[src/rtl/smrx_pkg.sv]
package smrx_pkg;

   // Shift clock phase: REST is the idle level, DRIVE is the level after the leading edge
   typedef enum logic {
      PH_REST  = 1'b0,
      PH_DRIVE = 1'b1
   } smrx_phase_e;

endpackage

[src/rtl/smrx_baud.sv]
module smrx_baud #(
   parameter int DIV_W = 16,
   parameter int LO_W  = 8,
   parameter int PRE_W = 2
) (
   input  logic             clk,
   input  logic             rst_n,
   input  logic             run,
   input  logic             hi_speed,
   input  logic             wide_mode,
   input  logic [DIV_W-1:0] divisor,
   output logic             tick
);
   localparam int CNT_W = DIV_W + PRE_W;

   if (LO_W > DIV_W || LO_W < 1) begin : g_bad_lo
      $error("smrx_baud: LO_W must lie in 1..DIV_W");
   end

   logic [DIV_W-1:0] div_sel;
   logic [CNT_W-1:0] limit;
   logic [CNT_W-1:0] cnt;

   if (LO_W < DIV_W) begin : g_narrow
      assign div_sel = wide_mode ? divisor
                                 : {{(DIV_W-LO_W){1'b0}}, divisor[LO_W-1:0]};
   end else begin : g_full
      assign div_sel = divisor;
   end

   if (PRE_W > 0) begin : g_pre
      assign limit = hi_speed ? {{PRE_W{1'b0}}, div_sel}
                              : {div_sel, {PRE_W{1'b1}}};
   end else begin : g_nopre
      assign limit = div_sel;
   end

   always_ff @(posedge clk) begin
      if (!rst_n || !run)     cnt <= '0;
      else if (cnt >= limit)  cnt <= '0;
      else                    cnt <= cnt + 1'b1;
   end

   assign tick = run && (cnt >= limit);

endmodule

[src/rtl/smrx_shift.sv]
module smrx_shift
   import smrx_pkg::*;
#(
   parameter int BASE_W = 8
) (
   input  logic              clk,
   input  logic              rst_n,
   input  logic              run,
   input  logic              tick,
   input  logic              nine_en,
   input  logic              sdata_in,
   output smrx_phase_e       phase,
   output logic              done,
   output logic [BASE_W:0]   word
);
   localparam int WORD_W = BASE_W + 1;
   localparam int CNT_W  = $clog2(WORD_W + 1);
   localparam logic [CNT_W-1:0] NB_LO = CNT_W'(BASE_W);
   localparam logic [CNT_W-1:0] NB_HI = CNT_W'(WORD_W);

   if (BASE_W < 2) begin : g_bad_w
      $error("smrx_shift: BASE_W must be at least 2");
   end

   logic [CNT_W-1:0]  bitcnt;
   logic [CNT_W-1:0]  nbits;
   logic [WORD_W-1:0] sr;
   logic [WORD_W-1:0] sr_nxt;
   logic              last;

   assign nbits = nine_en ? NB_HI : NB_LO;
   assign last  = (bitcnt == nbits - 1'b1);

   always_comb begin
      sr_nxt = sr;
      sr_nxt[bitcnt] = sdata_in;
   end

   // Leading edge on one tick, sampling edge (back to rest) on the next
   always_ff @(posedge clk) begin
      if (!rst_n || !run) begin
         phase  <= PH_REST;
         bitcnt <= '0;
         sr     <= '0;
      end else if (tick) begin
         if (phase == PH_REST) begin
            phase <= PH_DRIVE;
         end else begin
            phase <= PH_REST;
            if (last) begin
               bitcnt <= '0;
               sr     <= '0;
            end else begin
               bitcnt <= bitcnt + 1'b1;
               sr     <= sr_nxt;
            end
         end
      end
   end

   assign done = run && tick && (phase == PH_DRIVE) && last;
   assign word = nine_en ? sr_nxt : {1'b0, sr_nxt[BASE_W-1:0]};

   AST_BITCNT_RANGE: assert property (@(posedge clk) disable iff (!rst_n)
      bitcnt < NB_HI);

   AST_SAMPLE_ON_RETURN: assert property (@(posedge clk) disable iff (!rst_n)
      done |=> (phase == PH_REST));

endmodule

[src/rtl/smrx_fifo.sv]
module smrx_fifo #(
   parameter int W     = 9,
   parameter int DEPTH = 2
) (
   input  logic         clk,
   input  logic         rst_n,
   input  logic         clear,
   input  logic         push,
   input  logic [W-1:0] din,
   input  logic         pop,
   output logic [W-1:0] head,
   output logic         empty,
   output logic         full
);
   localparam int PTR_W = (DEPTH > 1) ? $clog2(DEPTH) : 1;
   localparam int CNT_W = $clog2(DEPTH + 1);
   localparam logic [CNT_W-1:0] CNT_MAX = CNT_W'(DEPTH);

   if (DEPTH < 1 || (DEPTH & (DEPTH - 1)) != 0) begin : g_bad_depth
      $error("smrx_fifo: DEPTH must be a power of two");
   end

   logic [W-1:0]     mem [DEPTH];
   logic [PTR_W-1:0] wr_ptr;
   logic [PTR_W-1:0] rd_ptr;
   logic [CNT_W-1:0] count;
   logic             do_push;
   logic             do_pop;

   assign empty   = (count == '0);
   assign full    = (count == CNT_MAX);
   assign do_pop  = pop && !empty;
   assign do_push = push && (!full || do_pop);

   if (DEPTH > 1) begin : g_ptr
      always_ff @(posedge clk) begin
         if (!rst_n || clear) begin
            wr_ptr <= '0;
            rd_ptr <= '0;
         end else begin
            if (do_push) wr_ptr <= wr_ptr + 1'b1;
            if (do_pop)  rd_ptr <= rd_ptr + 1'b1;
         end
      end
   end else begin : g_single
      assign wr_ptr = '0;
      assign rd_ptr = '0;
   end

   always_ff @(posedge clk) begin
      if (do_push) mem[wr_ptr] <= din;
   end

   always_ff @(posedge clk) begin
      if (!rst_n || clear) count <= '0;
      else if (do_push && !do_pop) count <= count + 1'b1;
      else if (do_pop && !do_push) count <= count - 1'b1;
   end

   assign head = mem[rd_ptr];

   AST_NO_OVERFLOW: assert property (@(posedge clk) disable iff (!rst_n)
      count <= CNT_MAX);

   AST_POP_EMPTY: assert property (@(posedge clk) disable iff (!rst_n)
      (pop && empty && !push) |=> empty);

endmodule

[src/rtl/smrx_top.sv]
module smrx_top
   import smrx_pkg::*;
#(
   parameter int BASE_W     = 8,
   parameter int DIV_W      = 16,
   parameter int LO_W       = 8,
   parameter int PRE_W      = 2,
   parameter int FIFO_DEPTH = 2
) (
   input  logic              clk,
   input  logic              rst_n,
   input  logic              port_en,
   input  logic              cont_en,
   input  logic              single_req,
   input  logic              nine_en,
   input  logic              clk_pol,
   input  logic              hi_speed,
   input  logic              wide_div,
   input  logic [DIV_W-1:0]  divisor,
   input  logic              rx_ie,
   input  logic              rd_pop,
   input  logic              sdata_in,
   output logic              sclk_out,
   output logic [BASE_W-1:0] rd_data,
   output logic              rd_ninth,
   output logic              rx_flag,
   output logic              irq,
   output logic              overrun,
   output logic              single_busy
);
   localparam int WORD_W = BASE_W + 1;

   logic              single_q;
   logic              cont_q;
   logic              ovr_q;
   logic              run;
   logic              tick;
   logic              done;
   smrx_phase_e       phase;
   logic [WORD_W-1:0] word;
   logic [WORD_W-1:0] head;
   logic              empty;
   logic              full;
   logic              pop;
   logic              ovr_set;
   logic              ovr_clr;

   assign run     = port_en && (cont_en || single_q) && !ovr_q;
   assign pop     = rd_pop && port_en && !empty;
   assign ovr_set = done && full && !pop;
   assign ovr_clr = !port_en || (cont_q && !cont_en);

   smrx_baud #(.DIV_W(DIV_W), .LO_W(LO_W), .PRE_W(PRE_W)) u_baud (
      .clk(clk), .rst_n(rst_n), .run(run), .hi_speed(hi_speed),
      .wide_mode(wide_div), .divisor(divisor), .tick(tick)
   );

   smrx_shift #(.BASE_W(BASE_W)) u_shift (
      .clk(clk), .rst_n(rst_n), .run(run), .tick(tick), .nine_en(nine_en),
      .sdata_in(sdata_in), .phase(phase), .done(done), .word(word)
   );

   smrx_fifo #(.W(WORD_W), .DEPTH(FIFO_DEPTH)) u_fifo (
      .clk(clk), .rst_n(rst_n), .clear(!port_en), .push(done), .din(word),
      .pop(pop), .head(head), .empty(empty), .full(full)
   );

   always_ff @(posedge clk) begin
      if (!rst_n) begin
         single_q <= 1'b0;
         cont_q   <= 1'b0;
         ovr_q    <= 1'b0;
      end else begin
         cont_q <= cont_en;
         if (!port_en || done) single_q <= 1'b0;
         else if (single_req)  single_q <= 1'b1;
         if (ovr_clr)      ovr_q <= 1'b0;
         else if (ovr_set) ovr_q <= 1'b1;
      end
   end

   assign sclk_out    = (phase == PH_DRIVE) ^ clk_pol;
   assign rd_data     = head[BASE_W-1:0];
   assign rd_ninth    = head[BASE_W] && !empty;
   assign rx_flag     = !empty;
   assign irq         = rx_flag && rx_ie;
   assign overrun     = ovr_q;
   assign single_busy = single_q;

   AST_OVR_NEEDS_FULL: assert property (@(posedge clk) disable iff (!rst_n)
      $rose(ovr_q) |-> $past(full));

   AST_OVR_HALTS: assert property (@(posedge clk) disable iff (!rst_n)
      (ovr_q && $past(ovr_q)) |-> !done);

   AST_SINGLE_ENDS_ON_CHAR: assert property (@(posedge clk) disable iff (!rst_n)
      ($fell(single_q) && $past(port_en)) |-> $past(done));

   AST_PORT_OFF_REST: assert property (@(posedge clk) disable iff (!rst_n)
      !port_en |=> (phase == PH_REST));

   AST_OFF_EMPTY: assert property (@(posedge clk) disable iff (!rst_n)
      !port_en |=> empty);

endmodule

[config.mk]
export PLATFORM = sky130hd
export DESIGN_NAME = smrx_top
export DESIGN_NICKNAME = d
export VERILOG_FILES = /design/src/rtl/smrx_pkg.sv /design/src/rtl/smrx_baud.sv /design/src/rtl/smrx_shift.sv /design/src/rtl/smrx_fifo.sv /design/src/rtl/smrx_top.sv
export SDC_FILE = /design/constraint.sdc
export NUM_CORES = 1
export LEC_CHECK = 0
export BUFFER_PORTS_ARGS = -buffer_cell sky130_fd_sc_hd__buf_2
export CORE_AREA = 10 10 90 92
export CTS_BUF_LIST = sky130_fd_sc_hd__clkbuf_4 sky130_fd_sc_hd__clkbuf_8
export DETAILED_ROUTE_END_ITERATION = 10
export DIE_AREA = 0 0 100 102
export PLACE_DENSITY = 0.75
export SYNTH_ARGS = -nofsm -noshare
export SYNTH_HDL_FRONTEND = slang
export SYNTH_HIERARCHICAL = 1
export SYNTH_SLANG_ARGS = --single-unit
[constraint.sdc]
create_clock -name clk -period 3.45 [get_ports clk]
set_input_delay 0.345 -clock clk [delete_from_list [all_inputs] [get_ports clk]]
set_output_delay 0.345 -clock clk [all_outputs]
set_load 0.02 [all_outputs]
* Word-level counts from Yosys, hierarchy flattened
Memories as Yosys holds them, arrays and structs flattened. A register that Yosys moved wholly into a read port is not among the register bits.
Cells that the tools add are included.
** Operators by class
- Muxes and demuxes :: 16
- Add/sub/neg operators :: 7
- $lt $le $gt $ge :: 3
- Equal/unequal tests :: 2
- Reduce and logical (&&, ||, !) cells :: 40
- Bitwise operators :: 2
** Operator list (number)
- adder 18 x 1 -> 18 bit, second input constant :: 1
- >= comparator 18 bit :: 1
- logical AND 1 bit :: 18
- two-way mux 18 bit :: 1
- two-way mux 9 bit :: 2
- two-way mux 16 bit :: 1
- logical NOT 1 bit :: 10
- bitwise mux 9 bit :: 1
- two-way mux 1 bit :: 7
- logical OR 1 bit :: 6
- OR reduction 2 bit :: 3
- < comparator 4 x 5 -> 1 bit, second input constant :: 1
- adder 4 x 1 -> 4 bit, second input constant :: 1
- demux 1 bit (select 4 bit) :: 1
- == test 4 bit :: 1
- >= comparator 4 x 1 -> 1 bit, second input constant :: 1
- two-way mux 2 bit :: 2
- two-way mux 4 bit :: 1
- subtractor 4 x 1 -> 4 bit, second input constant :: 1
- adder 1 bit, second input constant :: 2
- adder 2 x 1 -> 2 bit, second input constant :: 1
- == test 2 bit, second input constant :: 1
- logical NOT 2 bit :: 1
- AND reduction 2 bit :: 1
- 4 further kinds :: 4
** Storage, ports and cells
- Logic and storage cells :: 81
- Output and inout bits :: 14
- Flip-flop bits (word level) :: 39
- Memory bits (writable) :: 18
- Memories :: 1
- Input bits :: 28
** Memories
- u_fifo.mem :: depth 2, bits a word 9, read ports 1, clocked after memory_dff 1, write ports 1, RTL line smrx_fifo.sv:23 : logic [W-1:0] mem [DEPTH];

* Logic depth before layout (Yosys ltp)
Gate-level depths: netlist (run 1).
- Depth in word-level cells :: 12
- Gate-level depth with buffers :: 16
- Mapped depth without buffers :: 14

* Cells and area by module
Netlist (run 1), hierarchy kept.
** Modules (own cells, without submodules)
- smrx_baud :: cells each 162, instances 1, seq. area each 360.3 um2, area an instance 1381.3 um2
- smrx_fifo :: cells each 55, instances 1, seq. area each 640.6 um2, area an instance 887.1 um2
- smrx_shift :: cells each 86, instances 1, seq. area each 280.3 um2, area an instance 870.8 um2
- smrx_top :: cells each 19, instances 1, seq. area each 60.1 um2, area an instance 151.4 um2

* Least setup slack after synthesis (run 1)
Ideal clock, no wire load.
- Path kind :: input -> register
- Start :: in hi_speed
- End :: reg u_fifo.count[1]
- Arrival :: 3.525 ns
- Data required time :: 3.380 ns
- Cell stages on the path :: 14
- Setup time :: 0.070 ns
- Buffers on the path :: 2
- Slack :: -0.145 ns
- Path through :: clkbuf_1 -> buf_1 -> a31oi_1 -> ha_1 -> a21oi_1 -> o21ai_0 -> a221oi_1 -> a31oi_1 -> and2_1 -> and3_1 -> a21boi_2 -> ha_1 -> or3_1 -> a21oi_1
** Between the ends
- Cells in the longest elaborated chain, start to end :: 10
- Elaborated cells on any way between the ends :: 12
- Classes of those cells :: order compare: 1; mux: 2; reduce/logical: 9
** RTL lines
- start, declared :: RTL line smrx_top.sv:17 : input logic hi_speed,
- two-way mux 18 bit * :: RTL line smrx_baud.sv:32 : assign limit = hi_speed ? {{PRE_W{1'b0}}, div_sel}
- >= comparator 18 bit * :: RTL line smrx_baud.sv:44 : assign tick = run && (cnt >= limit);
- logical AND 1 bit * :: RTL line smrx_baud.sv:44
- via tick :: RTL line smrx_top.sv:37 : logic tick;
- logical AND 1 bit * (3 in series) :: RTL line smrx_shift.sv:61 : assign done = run && tick && (phase == PH_DRIVE) && last;
- via done :: RTL line smrx_top.sv:38 : logic done;
- logical AND 1 bit * :: RTL line smrx_fifo.sv:33 : assign do_push = push && (!full || do_pop);
- logical NOT 1 bit :: RTL line smrx_fifo.sv:57 : else if (do_pop && !do_push) count <= count - 1'b1;
- logical AND 1 bit :: RTL line smrx_fifo.sv:57
- nonzero test 2 bit (no line)
- end signal, assigned :: RTL line smrx_fifo.sv:56 : else if (do_push && !do_pop) count <= count + 1'b1;
- end signal, assigned :: RTL line smrx_fifo.sv:57
- end, declared :: RTL line smrx_fifo.sv:26 : logic [CNT_W-1:0] count;
Mark *: on every way through the listed nets, which the timed path passes. The rest lies on a longest branch.
A chain may end at the register's enable or synchronous reset.

* Final worst setup path (run 1)
Same ends and word-level chain as after synthesis.

==> results.md, run 1 <==
* Worst-Margin Slew at 705.1 ps
* Crit-path max FO at 11
* Setup TNS at 0 ps
* Flop pwr share at 0.502
* Initial antenna violation count at 0
* Layout fillers at 520
* Setup repair bufs after CTS at 0
* Min Hold Slack at 246.0 ps
* Port buffer count at 41
* First-pass GRT wire length at 11120 µm
* Cts repair resizes at 0
* Routability congestion estimate from global placement at 0.8404
* Pwr dens at 371.7 nW/µm²
* Busiest grt layer: met2
* Final worst path period need at 3212 ps
* Multi-input gate area at 1826 µm²
* Ys flop type: dfxtp_1
* Synth area leader: dfxtp_1
* Clk sink count at 58
* CTS Root Cell: clkbuf_8
* DRC Markers at 0
* Leakage at 1.565 nW
* Final HPWL DP at 4941 µm
* Hold Fails Final Rpt at 0
* Area delta synth->final at 14.49%
* VDD IR max at 247.3 µV
* Yosys warnings at 6
* Vias in the first global route at 2419
* Post-route ant nets at 0
* RSZ-0062 raised after global routing: false
* Core box area at 6277 µm²
* Clock share of power at 0.435
* Top post-synthesis cells by count: dfxtp_1, nor2_1, ha_1
* Final setup margin at 238.0 ps
* Proportion of synthesized area in mux cells at 0.1091
* Largest family of logic cells by synthesized area: simple AND/OR/NAND/NOR gates
* Most common cell in the synthesized netlist: dfxtp_1
* IO Pins at 42
* Gr usage total at 0.1328
* Clk_skew at 7.333 ps
* Total Routed Length at 6632 µm
* ANT cells at 0
* WS Path Type: in2reg
* Adder-cell share of the synthesized area at 0.09125
* Net count after synthesis at 374
* Clock Path Buffers at 2
* Ys async rst share at 0
* Sequential cell area fraction in the yosys report at 0.4076
* M2 GR Usage at 0.2120
* Switch Pwr at 0.3299 mW
* Die Area at 10200 µm²
* GRT overflow at 0
* Worst EP required at 3710 ps
* FF+latch count, synth at 58
* Hold Crit Class: in2reg
* Max-slew headroom at 0.5282
* Synth Area in Simple Gates at 0.2190
* Worst-skew pair later-pin latency at 330 ps
* CP arrival at 3480 ps
* Max Clk Rate at 311.3 MHz
* Placed cell count at 437
* Number of placement rows at 29
* Avg Cell Area, Syn at 10.22 µm²
* Post-DR wirelength/cell at 14.64 µm
* Routed vias/inst at 5.402
* Post-synth EDFFs at 18
* Mapped Cells at 322
* Yosys top cell area share at 0.2433
* Pre-CTS WS at -58.40 ps
* Worst Setup End Kind: register
* Max-cap violations at 0
* Reg area at 1341 µm²
* Hold_buf cts at 0
* Vias at 2447
* Final net count at 423
* Die Y at 102 µm
* Ratio of cells with drive above 1 in the final layout at 0.2633
* Initial Util at 0.5242
* Synth Area in Compound Gates at 0.07947
* CTS tree: done
* Cell Int Power at 1.070 mW
* Post-route cell area at 3767 µm²
* Netlist cell types at 50
* Largest net degree at the start of global routing at 16
* Grt met3 use at 0.04318
* 1st-iter DRT viols at 168
* Post-Synth XOR/XNOR Area at 0.05589
* Top post-synthesis cells by area: dfxtp_1, edfxtp_1, ha_1
* Total CTS buffers at 9
* Post-DP Area at 3573 µm²
* Met1 Usage GRT at 0.1609
* Post-synth design cell area at 3291 µm²
* Status: completed
* Clk slew on worst S/H paths at 70 ps
* Setup crit start kind: input port
* Fin crit share at 0.9310
* Sw Ratio at 0.2356
* Post-Layout Cell Count at 453
* H-tree depth at 3
* Die W at 100 µm
* DR pass1 iterations at 4
* Pins Over Slew Limit at 0
* Final setup vio count at 0
* Combinational power share at 0.064
-- registers in the layout, summed over array words and instances, names as in the netlist, named ones only --
| signal | cells |
|---|---|
| u_shift/sr | 9 |
| u_fifo/rd_ptr | 1 |
| u_fifo/mem | 18 |
| u_fifo/wr_ptr | 1 |
| u_shift/bitcnt | 4 |
| cont_q | 1 |
| u_shift/phase | 1 |
| u_baud/cnt | 18 |
| single_busy | 1 |
| u_fifo/count | 2 |
| overrun | 1 |
-- logic make-up after synthesis --
group | Yosys count
compound gates | 38
xor+xnor | 21
fa+ha+maj | 24
buf+inv | 23
flops | 58
mux | 31
simple gates | 127
-- worst max-delay path, stage by stage --
cell	delay [ps]
buf_2	210
mux2_2	360
nand2_1	70
ha_1	160
nand4_2	170
nor4_2	360
a221oi_1	150
a31oi_1	270
and2_1	200
and3_1	220
a21boi_2	200
ha_1	270
or3_1	350
a21oi_1	130
-- worst paths after layout --
kind,start,slack (ps),to,cells past startpoint
max,hi_speed,240,u_fifo/count[1]$_SDFFE_PP0P_,14
min reg2reg,u_shift/sr[0]$_SDFFE_PP0P_,480,u_shift/sr[0]$_SDFFE_PP0P_,1
max reg2reg,u_baud/cnt[15]$_SDFF_PP0_,380,u_fifo/count[1]$_SDFFE_PP0P_,11
min,cont_en,250,cont_q$_SDFF_PN0_,2
-- through the flow --
stage	power, mW	util
2_1_floorplan	0.7750	-
3_3_place_gp	0.8032	0.5693
3_5_place_dp	0.8063	0.5693
4_1_cts	1.414	0.6002
5_1_grt	1.452	0.6002
6_report	1.400	0.6002
-- layout by cell type, fill, tap and decap left out, types with 4 or more instances in the layout --
master    synthesis  layout
buf_4             1       8
nand2_1          21      21
mux2i_1           7       7
nor2_1           33      33
o21ai_0           6       6
dfxtp_1          40      40
nor2b_1          14      14
a31oi_1           5       5
nand3_1           8       8
nand4_1           5       5
nand3b_2          4       4
mux2_4            5       5
buf_2             2      41
clkbuf_8          0       9
and3_1            6       6
and2_1            5       5
edfxtp_1         18      18
xor2_1           18      18
inv_1            12      12
nand2b_1          5       5
a21oi_1           9       9
mux2_2           18      18
nor3_1            4       4
ha_1             24      24
or3_1             4       4
nor3b_1           4       4
a22o_1            9       9
-- power by group through the flow --
stage               clock network [mW]  logic [mW]  registers (mW)
floorplan                            0      0.0572           0.718
detailed placement                   0      0.0887           0.718
global placement                     0      0.0856           0.718
global route                     0.650       0.100           0.702
finish                           0.609      0.0892           0.702
CTS                              0.622      0.0894           0.702
-- final cells by class --
class | instances | area share
well taps | 77 | 0.02557
clock buffers | 9 | 0.03288
flip-flops and latches | 58 | 0.3560
repair buffers | 49 | 0.07041
clock inverters | 7 | 0.01860
inverters | 12 | 0.01196
multi-input cells | 241 | 0.4846
-- metal layers --
metal	routed length, µm	vias to the layer above
li1	-	1242
met1	3124	1143
met2	3026	54
met3	412	8
met4	69	0
met5	0	-
No activity file was read; power rests on OpenSTA's default activity.
==> run 2, diff against run 1 <==
Settings changed: ABC_AREA set to 1, CORE_AREA 10 10 90 92 to 10 10 91 93, DIE_AREA 0 0 100 102 to 0 0 101 103, PLACE_DENSITY 0.75 to 0.77.
==> run 2 against run 1 <==
Combinational power rose by 1%. Critical endpoint unchanged. First-iteration DRC count fell by 8.3%. Routed wire length rose by 9.8%.
==> results.md, run 2 <==
* DRC Markers at 0
* Yosys top cell area share at 0.2281
* Setup crit start kind: input port
* Ratio of cells with drive above 1 in the final layout at 0.1973
* 1st-iter DRT viols at 154
* RSZ-0062 raised after global routing: false
* Setup TNS at 0 ps
* Post-DR wirelength/cell at 12.10 µm
* CTS tree: done
* WS Path Type: in2reg
* Vias at 2971
* FF-to-FF Start: u_baud/cnt[4]$_SDFF_PP0_
* Sequential cell area fraction in the yosys report at 0.3820
* Fin crit share at 0.8907
* Post-synth design cell area at 3511 µm²
* Worst EP required at 3730 ps
* H-tree depth at 3
* Max-cap violations at 0
* Net count after synthesis at 523
* Pins Over Slew Limit at 0
* Reg-to-reg endpoint: u_fifo/count[1]$_SDFFE_PP0P_
* Total CTS buffers at 9
* Post-DP Area at 3789 µm²
* Post-route cell area at 4045 µm²
* Final net count at 569
* Routability congestion estimate from global placement at 0.9251
* Clock Path Buffers at 2
* Routed vias/inst at 4.935
* Cts repair resizes at 0
* FF+latch count, synth at 58
* Hold path depth at 3
* Pre-CTS WS at 59.76 ps
* Final HPWL DP at 5501 µm
* Max-slew headroom at 0.7041
* Core box area at 6569 µm²
* Largest registers: u_baud/cnt x18, u_fifo/mem x18, u_shift/sr x9
* Netlist cell types at 36
* Clk_skew at 7.421 ps
* Die W at 101 µm
* Post-synth EDFFs at 18
* VDD IR max at 337.5 µV
* Min Hold Slack at 231.1 ps
* Hold Fails Final Rpt at 0
* Clk slew on worst S/H paths at 70 ps
* Layout fillers at 585
* First-pass GRT wire length at 12430 µm
* Yosys warnings at 6
* Final worst path period need at 3073 ps
* Initial antenna violation count at 0
* Worst reg-to-reg path cell count at 22
* Most common cell after layout, fill and taps aside: nand2_1
* Largest net degree at the start of global routing at 19
* Status: completed
* Hold path startpoint: cont_en
* CTS Root Cell: clkbuf_8
* Avg Cell Area, Syn at 7.454 µm²
* Hold Path Sink: cont_q$_SDFF_PN0_
* Port buffer count at 41
* Hold Crit Class: in2reg
* Final setup vio count at 0
* Ys flop type: dfxtp_1
* Leakage at 1.920 nW
* Worst Setup End Kind: register
* Die Area at 10400 µm²
* Most frequent cells in the layout: nand2_1, inv_1, nor2_1
* Reg area at 1341 µm²
* Initial Util at 0.5345
* GRT overflow at 0
* Post-route ant nets at 0
* Final Util at 0.6158
* Area delta synth->final at 15.22%
* Vias in the first global route at 2937
* Max Clk Rate at 325.4 MHz
* IO Pins at 42
* CP arrival at 3350 ps
* R2R Setup Slk at 550 ps
* ANT cells at 0
* Mapped Cells at 471
* Top post-synthesis cells by area: dfxtp_1, edfxtp_1, nand2_1
* Ys async rst share at 0
* Crit-path max FO at 12
* Multi-input gate area at 1834 µm²
* Total Routed Length at 7283 µm
* Gr usage total at 0.1454
* Synth area leader: dfxtp_1
* Die Y at 103 µm
* Worst-skew pair later-pin latency at 340 ps
* Clk sink count at 58
* Worst-Margin Slew at 443.3 ps
* Hold_buf cts at 0
* Most common cell in the synthesized netlist: nand2_1
* Number of placement rows at 30
* Top post-synthesis cells by count: nand2_1, inv_1, nor2_1
* Setup repair bufs after CTS at 0
* Final setup margin at 377.0 ps
* Pwr dens at 393.8 nW/µm²
* DR pass1 iterations at 5
==> run 2: changes by cell type in the layout (fill, tap and decap cells not counted), sizes merged, moves of 5 or more <==
cell / previous run / this run
nand2b: 5 / 0
nand3: 8 / 29
and2: 5 / 0
inv: 12 / 75
nor2b: 15 / 0
nand3b: 6 / 0
mux2: 24 / 9
nand2: 21 / 126
buf: 49 / 44
a22o: 9 / 0
and3: 6 / 1
nor3b: 5 / 0
nor2: 33 / 76
xor2: 18 / 12
==> run 2: logic make-up (layout without fill, tap and decap cells) <==
family          Yosys count  after routing  share of synthesized area
simple gates            247            247                     0.3104
buf+inv                  85            136                    0.09551
flops                    58             58                     0.3820
compound gates           29             29                    0.04918
fa+ha+maj                24             24                    0.08553
xor+xnor                 16             16                    0.03991
mux                      12             12                    0.03742
==> run 2: metrics by stage <==
step | instances | total power, mW
2_1_floorplan | 471 | 0.7753
3_5_place_dp | 586 | 0.8073
6_report | 602 | 1.593
5_1_grt | 602 | 1.652
4_1_cts | 602 | 1.606
3_3_place_gp | 586 | 0.8040
==> run 2: layer usage <==
metal | vias up | global-route usage | routed length [µm]
li1 | 1569 | - | -
met3 | 13 | 0.05027 | 568
met5 | - | 0 | 0
met4 | 0 | 0.05895 | 106
met1 | 1320 | 0.1654 | 3097
met2 | 69 | 0.2442 | 3510
==> run 2: final cells by class <==
cell class / count / share of cell area
flip-flops and latches: 58 / 0.3316
well taps: 80 / 0.02474
multi-input cells: 328 / 0.4534
inverters: 76 / 0.07052
clock inverters: 4 / 0.02413
clock buffers: 12 / 0.03928
repair buffers: 44 / 0.05629
==> run 2: worst max-delay path, cell delays in order <==
cell and delay, ps:
buf_2 120, inv_1 240, nor2_1 100, a31oi_1 160
ha_1 260, nand2_1 100, nor2_1 60, nand2_1 80
nor2_1 40, nand2_1 50, nand2_1 60, nor2_2 160
nand2_1 80, nand2_1 60, inv_1 40, nand2_1 170
inv_1 150, and3_1 260, nand2_1 100, inv_1 40
ha_1 300, inv_1 100, nand3_1 90, nand2_1 60
inv_1 40, nor2_1 100
==> run 2: power breakdown <==
group / switching, mW / internal, mW / leakage (nW)
sequential: 0.00143 / 0.701 / 0.496
clock: 0.273 / 0.527 / 0.126
combinational: 0.0553 / 0.0349 / 1.30
==> run 2: worst max-delay path by stage <==
| stage | start | endpoint | slack (ps) | cells after the start |
|---|---|---|---|---|
| 2_1_floorplan | hi_speed | u_fifo/mem[0][0]$_DFFE_PP_ | 180 | 20 |
| 3_3_place_gp | hi_speed | u_fifo/count[1]$_SDFFE_PP0P_ | 240 | 26 |
| 3_5_place_dp | hi_speed | u_fifo/count[1]$_SDFFE_PP0P_ | 60 | 26 |
| 4_1_cts | hi_speed | u_fifo/count[1]$_SDFFE_PP0P_ | 430 | 26 |
| 5_1_grt | hi_speed | u_fifo/count[1]$_SDFFE_PP0P_ | 110 | 26 |
| 6_report | hi_speed | u_fifo/count[1]$_SDFFE_PP0P_ | 380 | 26 |
==> run 3, diff against run 2 <==
Settings changed: CORE_AREA 10 10 91 93 to 10 10 88 90, DIE_AREA 0 0 101 103 to 0 0 98 100, PLACE_DENSITY 0.77 to 0.79.
Clock period 3.45 ns to 3.4 ns, I/O delays scaled along.
==> run 3 against run 2 <==
Worst setup slack better by 28 ps. Design area is 0.77% lower. Cell count decreased by 0.33%. Sequential share of layout area rose by 0.26 points. Combinational power rose by 2%. Clock power fell by 14%. Clock skew is 0.93 ps lower. Sequential cell count did not move. Clock-buffer cell count shrank 3. Non-clock buffer count rose by 1. Routed wire length down 4.4%.
==> results.md, run 3 (synthesis gave the netlist of run 2 again) <==
* Pwr dens at 371.9 nW/µm²
* ANT cells at 0
* Worst Setup End Kind: register
* Vias in the first global route at 2870
* Power Total at 1.493 mW
* Clock Path Buffers at 2
* Final setup vio count at 0
* Sw Ratio at 0.2244
* Die Area at 9800 µm²
* Switch Pwr at 0.3349 mW
* Pins Over Slew Limit at 0
* IO Pins at 42
* Final HPWL DP at 5529 µm
* Largest registers: u_baud/cnt x18, u_fifo/mem x18, u_shift/sr x9
* Final net count at 570
* 1st-iter DRT viols at 100
* Max-slew headroom at 0.7220
* VDD IR max at 353.7 µV
* Max Clk Rate at 333.8 MHz
* Clock share of power at 0.461
* WS Path Type: in2reg
* Gr usage total at 0.1467
* Crit path from: hi_speed
* Hold Crit Class: in2reg
* Setup TNS at 0 ps
* Routability congestion estimate from global placement at 0.9233
* Total CTS buffers at 9
* Clk sink count at 58
* Initial Util at 0.5725
* Hold path startpoint: cont_en
* Setup repair bufs after CTS at 0
* Max-cap violations at 0
* GRT overflow at 0
* Vias at 2939
* Clk slew on worst S/H paths at 70 ps
* Post-DR wirelength/cell at 11.60 µm
* Most common cell after layout, fill and taps aside: nand2_1
* Initial antenna violation count at 0
* R2R Setup Slk at 600 ps
* Status: completed
* H-tree depth at 3
* Flop pwr share at 0.477
* CTS Root Cell: clkbuf_8
* Number of placement rows at 29
* Cell Int Power at 1.158 mW
* Leakage at 1.897 nW
* Setup crit start kind: input port
* Worst-skew pair later-pin latency at 340 ps
* Clk_skew at 6.490 ps
* Core box area at 6132 µm²
* Hold Fails Final Rpt at 0
* Area delta synth->final at 14.33%
* Most frequent cells in the layout: nand2_1, inv_1, nor2_1
* Post-route cell area at 4014 µm²
* Fin crit share at 0.8810
* First-pass GRT wire length at 12270 µm
* DR pass1 iterations at 4
* Combinational power share at 0.062
* Post-route ant nets at 0
* DRC Markers at 0
* Worst EP required at 3680 ps
* Post-DP Area at 3792 µm²
* Layout fillers at 532
* Worst-Margin Slew at 416.4 ps
* Crit-path max FO at 12
* Port buffer count at 41
* Total Routed Length at 6960 µm
* Final worst path period need at 2995 ps
* FF-to-FF Start: u_baud/cnt[5]$_SDFF_PP0_
* Die Y at 100 µm
* RSZ-0062 raised after global routing: false
* Ratio of cells with drive above 1 in the final layout at 0.2027
* CTS tree: done
* Die W at 98 µm
* Routed vias/inst at 4.898
* Largest net degree at the start of global routing at 19
* CP arrival at 3270 ps
run 3: cell count changes in the layout (fill, tap and decap cells not counted):
cell and delta:
clkinv_2 +2, bufinv_16 -1, clkbuf_8 -2, clkbuf_4 -1, inv_2 +1, clkinvlp_4 +2
clkinv_4 +1, inv_1 -2, buf_4 +1
run 3: repair_timing:
item / in CTS / in global routing
gates resized for setup: 0 / 2
hold buffers: 0 / 0
setup endpoints to repair: 0 / 2
run 3: critical path, stage by stage:
cell and delay (ps):
buf_2 140, clkinvlp_4 200, nor2_1 150, a31oi_1 70, ha_1 320, nand2_1 70, nor2_1 160, nand2_1 90
nor2_1 100, nand2_1 60, nand2_1 70, nor2_2 60, nand2_1 60, nand2_1 40, inv_1 70, nand2_1 140
inv_2 150, and3_1 250, nand2_1 90, inv_1 60, ha_1 240, inv_1 90, nand3_1 90, nand2_1 60
inv_1 30, nor2_1 80
run 3: final timing paths:
path / endpoint / cells past startpoint
max: u_fifo/count[1]$_SDFFE_PP0P_ / 26
min: cont_q$_SDFF_PN0_ / 3
min reg2reg: u_shift/sr[3]$_SDFFE_PP0P_ / 2
max reg2reg: u_fifo/count[1]$_SDFFE_PP0P_ / 22
run 3: layout make-up:
type,count,area [µm²],share of cell area
Multi-Input combinational cell,328,1834,0.4570
Sequential cell,58,1341,0.3342
Inverter,76,289.0,0.07201
Timing Repair Buffer,45,235.2,0.05860
Clock buffer,9,123.9,0.03086
Tap cell,77,96.34,0.02400
Clock inverter,7,93.84,0.02338
run 3: per-layer routing:
metal	wire, µm	global-route usage	share of wire	vias up
met5	0	0	0	-
met4	106	0.05034	0.015	0
met3	469	0.05426	0.067	11
met2	3332	0.2574	0.48	67
met1	3052	0.1595	0.44	1280
li1	-	-	-	1581
run 3: power by group through the flow:
| stage | clock (mW) | sequential [mW] | combinational, mW |
|---|---|---|---|
| finish | 0.688 | 0.712 | 0.0919 |
| global route | 0.738 | 0.712 | 0.106 |
| CTS | 0.711 | 0.712 | 0.0918 |
| detailed placement | 0 | 0.728 | 0.0913 |
| global placement | 0 | 0.728 | 0.0884 |
| floorplan | 0 | 0.728 | 0.0584 |
run 3: stage by stage:
stage               setup slack [ps]  cells  hold slack, ps  utilization
finish                         404.5    600           224.5       0.6546
global route                   27.15    600           256.0       0.6546
CTS                            373.9    600           205.3       0.6539
detailed placement             17.70    584           440.6       0.6184
global placement               180.8    584           435.9       0.6184
floorplan                      130.2    471           425.9            -
